===== config.mk =====
export PLATFORM = sky130hd
export DESIGN_NAME = ckstop_ctrl
export DESIGN_NICKNAME = d
export VERILOG_FILES = /design/src/rtl/ckstop_pkg.sv /design/src/rtl/ckstop_cost.sv /design/src/rtl/ckstop_tracker.sv /design/src/rtl/ckstop_seq.sv /design/src/rtl/ckstop_ctrl.sv
export SDC_FILE = /design/constraint.sdc
export NUM_CORES = 1
export LEC_CHECK = 0
export ABC_AREA = 1
export ABC_CLOCK_PERIOD_IN_PS = 1150
export BUFFER_PORTS_ARGS = -buffer_cell sky130_fd_sc_hd__buf_2
export CAP_MARGIN = 10
export CORE_MARGIN = 4
export CORE_UTILIZATION = 45
export DETAILED_ROUTE_END_ITERATION = 8
export PLACE_DENSITY = 0.81
export SYNTH_ARGS = -nofsm -noshare
export SYNTH_HDL_FRONTEND = slang
export SYNTH_SLANG_ARGS = --single-unit

===== constraint.sdc =====
create_clock -name clk -period 1.15 [get_ports clk]
set_clock_uncertainty 0.05 [all_clocks]
set_input_delay 0.1725 -clock clk [delete_from_list [all_inputs] [get_ports clk]]
set_output_delay 0.1725 -clock clk [all_outputs]
set_load 0.03 [all_outputs]

===== src/rtl/ckstop_pkg.sv =====
package ckstop_pkg;

  typedef enum logic [2:0] {
    CMD_NOP = 3'd0,
    CMD_ACT = 3'd1,
    CMD_RD  = 3'd2,
    CMD_WR  = 3'd3,
    CMD_PRE = 3'd4,
    CMD_REF = 3'd5,
    CMD_MRS = 3'd6
  } mem_cmd_e;

  typedef enum logic [1:0] {
    ST_RUN  = 2'd0,
    ST_STOP = 2'd1,
    ST_WAKE = 2'd2
  } gate_state_e;

endpackage


===== src/rtl/ckstop_cost.sv =====
module ckstop_cost
  import ckstop_pkg::*;
#(
  parameter int TW = 6,
  parameter int CW = TW + 2
) (
  input  logic [2:0]    code,
  input  logic [TW-1:0] t_cl,
  input  logic [TW-1:0] t_bl,
  input  logic [TW-1:0] t_rcd,
  input  logic [TW-1:0] t_wr,
  input  logic [TW-1:0] t_rp,
  input  logic [TW-1:0] t_rfc,
  input  logic [TW-1:0] t_mrd,
  output logic [CW-1:0] need
);

  logic [CW-1:0] half_burst;

  // data moves on both edges, so a burst of N beats takes N/2 pulses
  assign half_burst = CW'(t_bl >> 1);

  always_comb begin
    unique case (mem_cmd_e'(code))
      CMD_RD:  need = CW'(t_cl) + half_burst;
      CMD_WR:  need = half_burst + CW'(t_wr);
      CMD_ACT: need = CW'(t_rcd);
      CMD_PRE: need = CW'(t_rp);
      CMD_REF: need = CW'(t_rfc);
      CMD_MRS: need = CW'(t_mrd);
      default: need = '0;
    endcase
  end

endmodule


===== src/rtl/ckstop_tracker.sv =====
module ckstop_tracker #(
  parameter int CW = 8
) (
  input  logic          clk,
  input  logic          rst_n,
  input  logic          run,
  input  logic          load,
  input  logic [CW-1:0] need,
  output logic          done
);

  logic [CW-1:0] cnt_q;
  logic [CW-1:0] cnt_n;
  logic [CW-1:0] cnt_dec;
  logic          cnt_en;

  assign cnt_dec = (cnt_q == '0) ? '0 : cnt_q - 1'b1;
  assign cnt_en  = run;

  // keep the longest outstanding requirement
  always_comb begin
    cnt_n = cnt_dec;
    if (load && (need > cnt_dec)) cnt_n = need;
  end

  always_ff @(posedge clk or negedge rst_n) begin
    if (!rst_n)      cnt_q <= '0;
    else if (cnt_en) cnt_q <= cnt_n;
  end

  assign done = (cnt_q == '0);

  // the clock is never gated while a requirement is outstanding
  p_idle_when_gated_r5: assert property (@(posedge clk) disable iff (!rst_n)
    !run |-> (cnt_q == '0));

endmodule


===== src/rtl/ckstop_seq.sv =====
module ckstop_seq
  import ckstop_pkg::*;
#(
  parameter int WAKE_NOPS = 2
) (
  input  logic       clk,
  input  logic       rst_n,
  input  logic       cmd_valid,
  input  logic [2:0] cmd_code,
  input  logic       cke,
  input  logic       done,
  output logic       cmd_ready,
  output logic       load,
  output logic       clk_en,
  output logic [2:0] mem_cmd
);

  localparam int NW = (WAKE_NOPS > 1) ? $clog2(WAKE_NOPS + 1) : 1;
  localparam logic [NW-1:0] NOP_LAST = NW'(WAKE_NOPS - 1);

  gate_state_e   state_q, state_n;
  logic          clk_en_q, clk_en_n;
  logic [2:0]    mem_cmd_q, mem_cmd_n;
  logic [NW-1:0] nop_q, nop_n;
  logic          nop_en;
  logic          accept;

  assign cmd_ready = (state_q == ST_RUN) ||
                     ((state_q == ST_WAKE) && (nop_q == '0));
  assign accept    = cmd_valid && cmd_ready;

  always_comb begin
    state_n   = state_q;
    clk_en_n  = clk_en_q;
    mem_cmd_n = CMD_NOP;
    nop_n     = nop_q;
    nop_en    = 1'b0;
    if (accept) mem_cmd_n = cmd_code;
    unique case (state_q)
      ST_RUN: begin
        if (!cmd_valid && done && cke) begin
          state_n  = ST_STOP;
          clk_en_n = 1'b0;
        end
      end
      ST_STOP: begin
        if (cmd_valid || !cke) begin
          state_n  = ST_WAKE;
          clk_en_n = 1'b1;
          nop_n    = NOP_LAST;
          nop_en   = 1'b1;
        end
      end
      ST_WAKE: begin
        if (nop_q == '0) begin
          state_n = ST_RUN;
        end else begin
          nop_n  = nop_q - 1'b1;
          nop_en = 1'b1;
        end
      end
      default: begin
        state_n  = ST_RUN;
        clk_en_n = 1'b1;
      end
    endcase
  end

  always_ff @(posedge clk or negedge rst_n) begin
    if (!rst_n) begin
      state_q   <= ST_RUN;
      clk_en_q  <= 1'b1;
      mem_cmd_q <= CMD_NOP;
    end else begin
      state_q   <= state_n;
      clk_en_q  <= clk_en_n;
      mem_cmd_q <= mem_cmd_n;
    end
  end

  always_ff @(posedge clk or negedge rst_n) begin
    if (!rst_n)      nop_q <= '0;
    else if (nop_en) nop_q <= nop_n;
  end

  assign load    = accept;
  assign clk_en  = clk_en_q;
  assign mem_cmd = mem_cmd_q;

  // nothing but NOP reaches the memory while the clock is parked
  p_no_cmd_gated_r8: assert property (@(posedge clk) disable iff (!rst_n)
    !clk_en_q |-> (mem_cmd_q == CMD_NOP));

  // the first pulse after a restart carries NOP
  p_nop_after_restart_r8: assert property (@(posedge clk) disable iff (!rst_n)
    $rose(clk_en_q) |-> (mem_cmd_q == CMD_NOP));

  // requests are stalled while stopped
  p_ready_low_stopped_r7: assert property (@(posedge clk) disable iff (!rst_n)
    (state_q == ST_STOP) |-> !cmd_ready);

  // stopping follows tracker completion with no request waiting
  p_stop_after_done_r5: assert property (@(posedge clk) disable iff (!rst_n)
    $fell(clk_en_q) |-> $past(done && !cmd_valid));

endmodule


===== src/rtl/ckstop_ctrl.sv =====
module ckstop_ctrl #(
  parameter int TW          = 6,
  parameter int WAKE_NOPS   = 2,
  parameter int SYNC_STAGES = 2
) (
  input  logic          clk,
  input  logic          rst_n,
  input  logic          cke_i,
  input  logic          cmd_valid_i,
  input  logic [2:0]    cmd_code_i,
  output logic          cmd_ready_o,
  input  logic [TW-1:0] t_cl_i,
  input  logic [TW-1:0] t_bl_i,
  input  logic [TW-1:0] t_rcd_i,
  input  logic [TW-1:0] t_wr_i,
  input  logic [TW-1:0] t_rp_i,
  input  logic [TW-1:0] t_rfc_i,
  input  logic [TW-1:0] t_mrd_i,
  output logic          ck_en_o,
  output logic [2:0]    mem_cmd_o
);

  localparam int CW = TW + 2;

  logic [SYNC_STAGES-1:0] rst_sync_q;
  logic                   rst_sync_n;
  logic [CW-1:0]          need;
  logic                   load;
  logic                   done;

  // asynchronous assertion, synchronous release
  always_ff @(posedge clk or negedge rst_n) begin
    if (!rst_n) rst_sync_q <= '0;
    else        rst_sync_q <= {rst_sync_q[SYNC_STAGES-2:0], 1'b1};
  end
  assign rst_sync_n = rst_sync_q[SYNC_STAGES-1];

  ckstop_cost #(.TW(TW), .CW(CW)) i_cost (
    .code  (cmd_code_i),
    .t_cl  (t_cl_i),
    .t_bl  (t_bl_i),
    .t_rcd (t_rcd_i),
    .t_wr  (t_wr_i),
    .t_rp  (t_rp_i),
    .t_rfc (t_rfc_i),
    .t_mrd (t_mrd_i),
    .need  (need)
  );

  ckstop_tracker #(.CW(CW)) i_tracker (
    .clk   (clk),
    .rst_n (rst_sync_n),
    .run   (ck_en_o),
    .load  (load),
    .need  (need),
    .done  (done)
  );

  ckstop_seq #(.WAKE_NOPS(WAKE_NOPS)) i_seq (
    .clk       (clk),
    .rst_n     (rst_sync_n),
    .cmd_valid (cmd_valid_i),
    .cmd_code  (cmd_code_i),
    .cke       (cke_i),
    .done      (done),
    .cmd_ready (cmd_ready_o),
    .load      (load),
    .clk_en    (ck_en_o),
    .mem_cmd   (mem_cmd_o)
  );

  // clock stop never starts with CKE low
  p_cke_blocks_stop_r6: assert property (@(posedge clk) disable iff (!rst_sync_n)
    $fell(ck_en_o) |-> $past(cke_i));

endmodule


Word level (Yosys, flattened, before mapping)
Index checks and enable logic that the tools add are counted.
{"block": "op_classes", "eq_ne": 12, "n_lt_le_gt_ge": 1, "n_mux": 17, "addsub": 4, "n_reduce_logical": 16, "n_bitwise": 1}
{"cell": "$pmux 8 s6", "n": 1}
{"cell": "$mux 8", "n": 2}
{"cell": "$mux 2", "n": 5}
{"cell": "$eq 3x3->1 const B", "n": 3}
{"cell": "$gt 8x8->1", "n": 1}
{"cell": "$logic_not 8->1", "n": 1}
{"cell": "$sub 8x1->8 const B", "n": 1}
{"cell": "$add 5x6->7", "n": 1}
{"cell": "$add 6x5->7", "n": 1}
{"cell": "$eq 3x2->1 const B", "n": 2}
{"cell": "$ne 2x2->1 const B", "n": 3}
{"cell": "$pmux 2 s3", "n": 1}
{"cell": "$reduce_and 3->1", "n": 2}
{"cell": "$logic_and 1x1->1", "n": 5}
{"cell": "$logic_not 2->1", "n": 2}
{"cell": "$mux 1", "n": 4}
{"cell": "$pmux 2 s2", "n": 1}
{"cell": "$reduce_and 4->1", "n": 1}
{"cell": "$eq 3x1->1 const B", "n": 1}
{"cell": "$mux 3", "n": 1}
{"cell": "$pmux 1 s3", "n": 1}
{"cell": "$eq 2x1->1 const B", "n": 1}
{"cell": "$eq 2x2->1 const B", "n": 1}
{"cell": "$logic_not 1->1", "n": 2}
{"cell": "6 further kinds", "n": 7}
{"block": "totals", "input_bits": 49, "register_bits": 18, "wordCells": 57, "output_inout_bits": 5}

Logic depth before layout (Yosys ltp)
{"block": "depth", "ltp_word": 6, "mapped_depth": 27, "depth_no_buf": 26}

Modules after synthesis
Synthesis repeated with hierarchy kept, for this count alone.
{"block": "hier_totals", "hier_cells": 320, "hier_area_um2": 2058.2}
{"module": "ckstop_tracker", "area_per_inst_um2": 900.9, "seq_area_each_um2": 200.2, "n_inst": 1, "cells_per_inst": 131}
{"module": "ckstop_cost", "area_per_inst_um2": 620.6, "seq_area_each_um2": 0.0, "n_inst": 1, "cells_per_inst": 126}
{"module": "ckstop_seq", "area_per_inst_um2": 483.0, "seq_area_each_um2": 201.4, "n_inst": 1, "cells_per_inst": 60}
{"module": "ckstop_ctrl", "area_per_inst_um2": 53.8, "seq_area_each_um2": 50.0, "n_inst": 1, "cells_per_inst": 3}

Least setup slack after synthesis
No wires, ideal clock.
{"block": "synth_path", "kind": "input to register", "startpoint": "input port cmd_code_i[2]", "endpoint": "register i_tracker.cnt_q[1]", "t_arrival_ns": 2.738, "path_slack_ns": -1.755, "setup_time_ns": 0.117, "path_buffers": 1, "cell_stages": 22, "required_ns": 0.983, "cell_sequence": "buf_6 > inv_2 > nand3_2 > clkinv_2 > nand2_1 > nand2_1 > ha_1 > inv_1 > fa_1 > nor2_1 > nor3_1 > nor3_1 > inv_1 > ha_1 > nand2_1 > nor2_1 > nand4_1 > nand3_1 > nor2_8 > nand3_1 > nand3_1 > nand2_1"}
{"block": "synth_between", "elab_chain_cells": 5, "elab_cells_between_ends": 10, "cone_classes": "1 x order compare; 6 x eq/ne; 2 x mux; 1 x reduce/logical"}
{"element": "from (decl)", "line_no": "ckstop_ctrl.sv:10", "text": "input logic [2:0] cmd_code_i,"}
{"element": "$eq 3x3->1, or another cell as far along", "line_no": "ckstop_cost.sv:24", "text": "unique case (mem_cmd_e'(code))"}
{"element": "$pmux 8 s6 (*)", "line_no": "ckstop_cost.sv:24"}
{"element": "$gt 8x8->1", "line_no": "ckstop_tracker.sv:23", "text": "if (load && (need > cnt_dec)) cnt_n = need;"}
{"element": "$logic_and 1x1->1", "line_no": "ckstop_tracker.sv:23"}
{"element": "$mux 8 (*)", "line_no": "ckstop_tracker.sv:23"}
{"element": "to (signal assigned)", "line_no": "ckstop_tracker.sv:28", "text": "else if (cnt_en) cnt_q <= cnt_n;"}
{"element": "to (decl)", "line_no": "ckstop_tracker.sv:12", "text": "logic [CW-1:0] cnt_q;"}
Every way passes the cells marked *; elsewhere a longest branch is shown, timed or not.
A chain may end at the register's enable or synchronous reset.

Worst setup path in the final report
{"block": "layout_path", "startpoint": "input port cmd_code_i[2]", "endpoint": "register i_tracker.cnt_q[4]"}
The elaborated chain is that of the path after synthesis.

==> results.txt <==
Starting Density = 0.471
max cap viols = 0
violations in the final reports = negative setup slack
via count = 2716
Stages on worst setup path = 23
# DRC = 0
Setup TNS = -16.63 ns
Crit path buffers/inverters = 5
core area = 0.00403 sq mm
placed insts = 448
P_leak = 1.78 nW
worst-path cell with the longest stage delay = fa_2
crit path DAT = 3.04 ns
Hold Vio Cnt, Final = 0
clock-pin slew on the worst setup and hold paths = 0.07 ns
count of cell types in the netlist = 31
crit path max fanout = 8
CTS Buffer Depth = 2
Clock Power Share = 0.070
First-pass DRT Iterations = 5
outcome = finished, violations left
Root Driver = clkbuf_8
ant diodes = 0
drt via density = 5.74
# clock sinks = 18
Yosys reg bits = 18
average wire per standard cell = 17.4 um
I/O Buffers = 52
Mean Syn Cell Area = 6.39 sq um
vias in the first global route = 2560
CTS buffer count = 3
Synth Instances = 297
Post-DP Area = 0.00265 sq mm
Cell Chain, Critical Path = buf_8 > inv_8 > nand3_4 > clkinv_4 > nand2_1 > o21ai_1 > inv_1 > fa_2 > o22ai_2 > nor3_2 > inv_2 > ha_4 > nand2_4 > nand2_4 > nand2_2 > nand2_1 > nand2_1 > nand2_1 > nand2_2 > nand2_4 > nand3b_1 > nand3_2 > nand2_1
die width = 72.9 um
Tot GR Track Use = 0.283
Synth area leaders = dfrtp_1, nand2_1, ha_1
TritonCTS clock tree = done
RSZ-0062 raised after global routing = yes
reg2reg path depth = 18
Synth Cell Area = 0.00190 sq mm
Comb pwr share = 0.794
total grt overflow = 0
Pwr Density = 2350 mW/mm^2
setup ws final = -1.79 ns
Worst Max-Slew Pin Slew = 0.636 ns
clock period minus final worst setup slack = 2.94 ns
most numerous cell on the critical path = nand2_1
Max IR drop VDD = 0.00121 V
Final ANT Viol Nets = 0
CP Class = in -> reg
Pint = 0.00390 W
hold depth = 3
Worst path top cell family by delay = simple AND/OR/NAND/NOR gates
Max Freq = 0.340 GHz
GP Congestion = 0.933
Worst slew margin = 0.571
Final Cell Area = 0.00326 sq mm
crit end category = flop
Top Ports = 54
Finished Layout Cells = 473
clock latency on the worst-skew pair = 0.26 ns
htree depth = 1
initial DRC count = 410
full die area = 0.00532 sq mm
sw power = 0.00376 W
DP Worst Slack = -1.88 ns
max-slew violations = 0
final period utilization = 2.55
synth warn = 0
Nets = 491
Seq/Total Area, Yosys = 0.238
Total Routed Length = 8.22 mm
share of the synthesized area in the top cell type = 0.224
Setup-failing EPs final = 17
initial antenna violation count = 0
global-route wire length before repair = 11.6 mm
HP Class = in -> reg
Die Ht = 72.9 um
CP required = 1.26 ns
HPWL Detailed = 4.34 mm
row cnt = 23
Yosys top cell by area = dfrtp_1
share of cells above drive strength 1 = 0.515
area grow syn2layout = 72.0%
switch share = 0.491
Flop pwr share = 0.136
synthesized net count = 364
Max stage delay on crit path = 0.55 ns
Worst Setup Start Kind = primary input
pin count of the biggest net entering global routing = 17
-- flip-flops by register name (all words and copies together) (netlist names) --
signal	count
i_seq.mem_cmd	3
i_seq.state_q	2
i_tracker.cnt_q	8
i_seq.nop_q	2
rst_sync_q	2
i_seq.clk_en	1
-- area by class of cell --
| type | instances | area (sq um) |
|---|---|---|
| Multi-Input combinational cell | 222 | 1590 |
| Timing Repair Buffer | 125 | 885 |
| Fill cell | 211 | 766 |
| Sequential cell | 18 | 452 |
| Inverter | 54 | 220 |
| Tap cell | 50 | 62.6 |
| Clock buffer | 4 | 55.1 |
-- timing repair --
| item | CTS | global route |
|---|---|---|
| hold endpoints to repair | 2 | 0 |
| setup buffers | 15 | 8 |
| hold buffers | 1 | 0 |
| resized for setup | 53 | 47 |
| pin swaps | 37 | 26 |
| setup endpoints to repair | 18 | 18 |
-- layout by cell type (no fill, tap or decap), types with 9 or more instances in the layout --
cell | Yosys | routed
nand2_1 | 102 | 81
buf_4 | 0 | 60
buf_2 | 0 | 48
inv_1 | 46 | 38
nand3_1 | 28 | 23
dfrtp_1 | 17 | 17
buf_6 | 3 | 15
nand2_2 | 2 | 14
inv_2 | 7 | 12
ha_4 | 0 | 12
nand2_4 | 2 | 11
nor2_1 | 17 | 10
nand4_1 | 9 | 9
-- cell usage after synthesis --
master	instances
nand3_2	2
o21ai_1	6
nor3_1	4
nand2_4	2
inv_1	46
dfstp_2	1
o211ai_1	1
nor2_4	1
nand3b_1	4
ha_1	17
nand2_2	2
inv_2	7
nor3_4	1
nor3_2	1
nor2_1	17
o21ai_0	8
buf_6	3
conb_1	1
xor2_1	1
a21oi_2	1
and2_1	2
nand4_1	9
dfrtp_1	17
nor2_8	1
clkinv_2	1
fa_1	1
nor2_2	3
o22ai_1	3
a21oi_1	4
nand3_1	28
nand2_1	102
-- per-stage QoR --
| step | total power (W) | hold WS [ns] | utilization |
|---|---|---|---|
| 2_1_floorplan | 0.00355 | -0.173 | - |
| 3_3_place_gp | 0.00472 | -0.0909 | 0.657 |
| 3_5_place_dp | 0.00487 | -0.0872 | 0.657 |
| 4_1_cts | 0.00625 | 0.139 | 0.754 |
| 5_1_grt | 0.00805 | 0.163 | 0.810 |
| 6_report | 0.00766 | 0.168 | 0.810 |
-- layer usage --
layer | vias to the layer above | track usage | routed length [um]
met4 | 0 | 0.178 | 754
met5 | - | 0 | 0
met3 | 85 | 0.0468 | 768
li1 | 1199 | - | -
met1 | 1203 | 0.330 | 2870
met2 | 229 | 0.479 | 3830
-- power groups by stage --
| stage | Clock (W) | Sequential [W] | Combinational [W] |
|---|---|---|---|
| 2_1_floorplan | 0 | 0.00114 | 0.00241 |
| 3_3_place_gp | 0 | 0.00104 | 0.00368 |
| 3_5_place_dp | 0 | 0.00105 | 0.00382 |
| 4_1_cts | 0.000527 | 0.00104 | 0.00468 |
| 5_1_grt | 0.000554 | 0.00106 | 0.00643 |
| 6_report | 0.000535 | 0.00104 | 0.00609 |
-- final timing paths --
path | startpoint | to | slack, ns
hold reg to reg | rst_sync_q[1] | i_seq.state_q[0] | 0.20
setup reg to reg | i_tracker.cnt_q[0] | i_tracker.cnt_q[0] | -1.61
hold / removal | cmd_valid_i | i_seq.mem_cmd[1] | 0.17
min in group asynchronous | rst_sync_q[1] | i_seq.state_q[0] | 0.20
max in group asynchronous | rst_sync_q[1] | i_seq.clk_en | 0.59
setup / recovery | cmd_code_i[2] | i_tracker.cnt_q[4] | -1.79
-- cells by family (layout without fill, tap and decap cells) --
group,after synthesis,in the layout,synth area share
AOI/OAI and AO/OA,23,23,0.0660
xor gates and xnor gates,1,1,0.00462
adders and majority gates,18,18,0.123
buffers and inverters,57,183,0.125
DFF,18,18,0.238
other,1,1,0.00198
and+or+nand+nor,179,179,0.441
-- worst min-delay path: stages --
cell and delay (ns):
buf_2 0.14, nand2_4 0.10, nor2_4 0.03
Note: power is estimated with default switching activity, not from simulation.
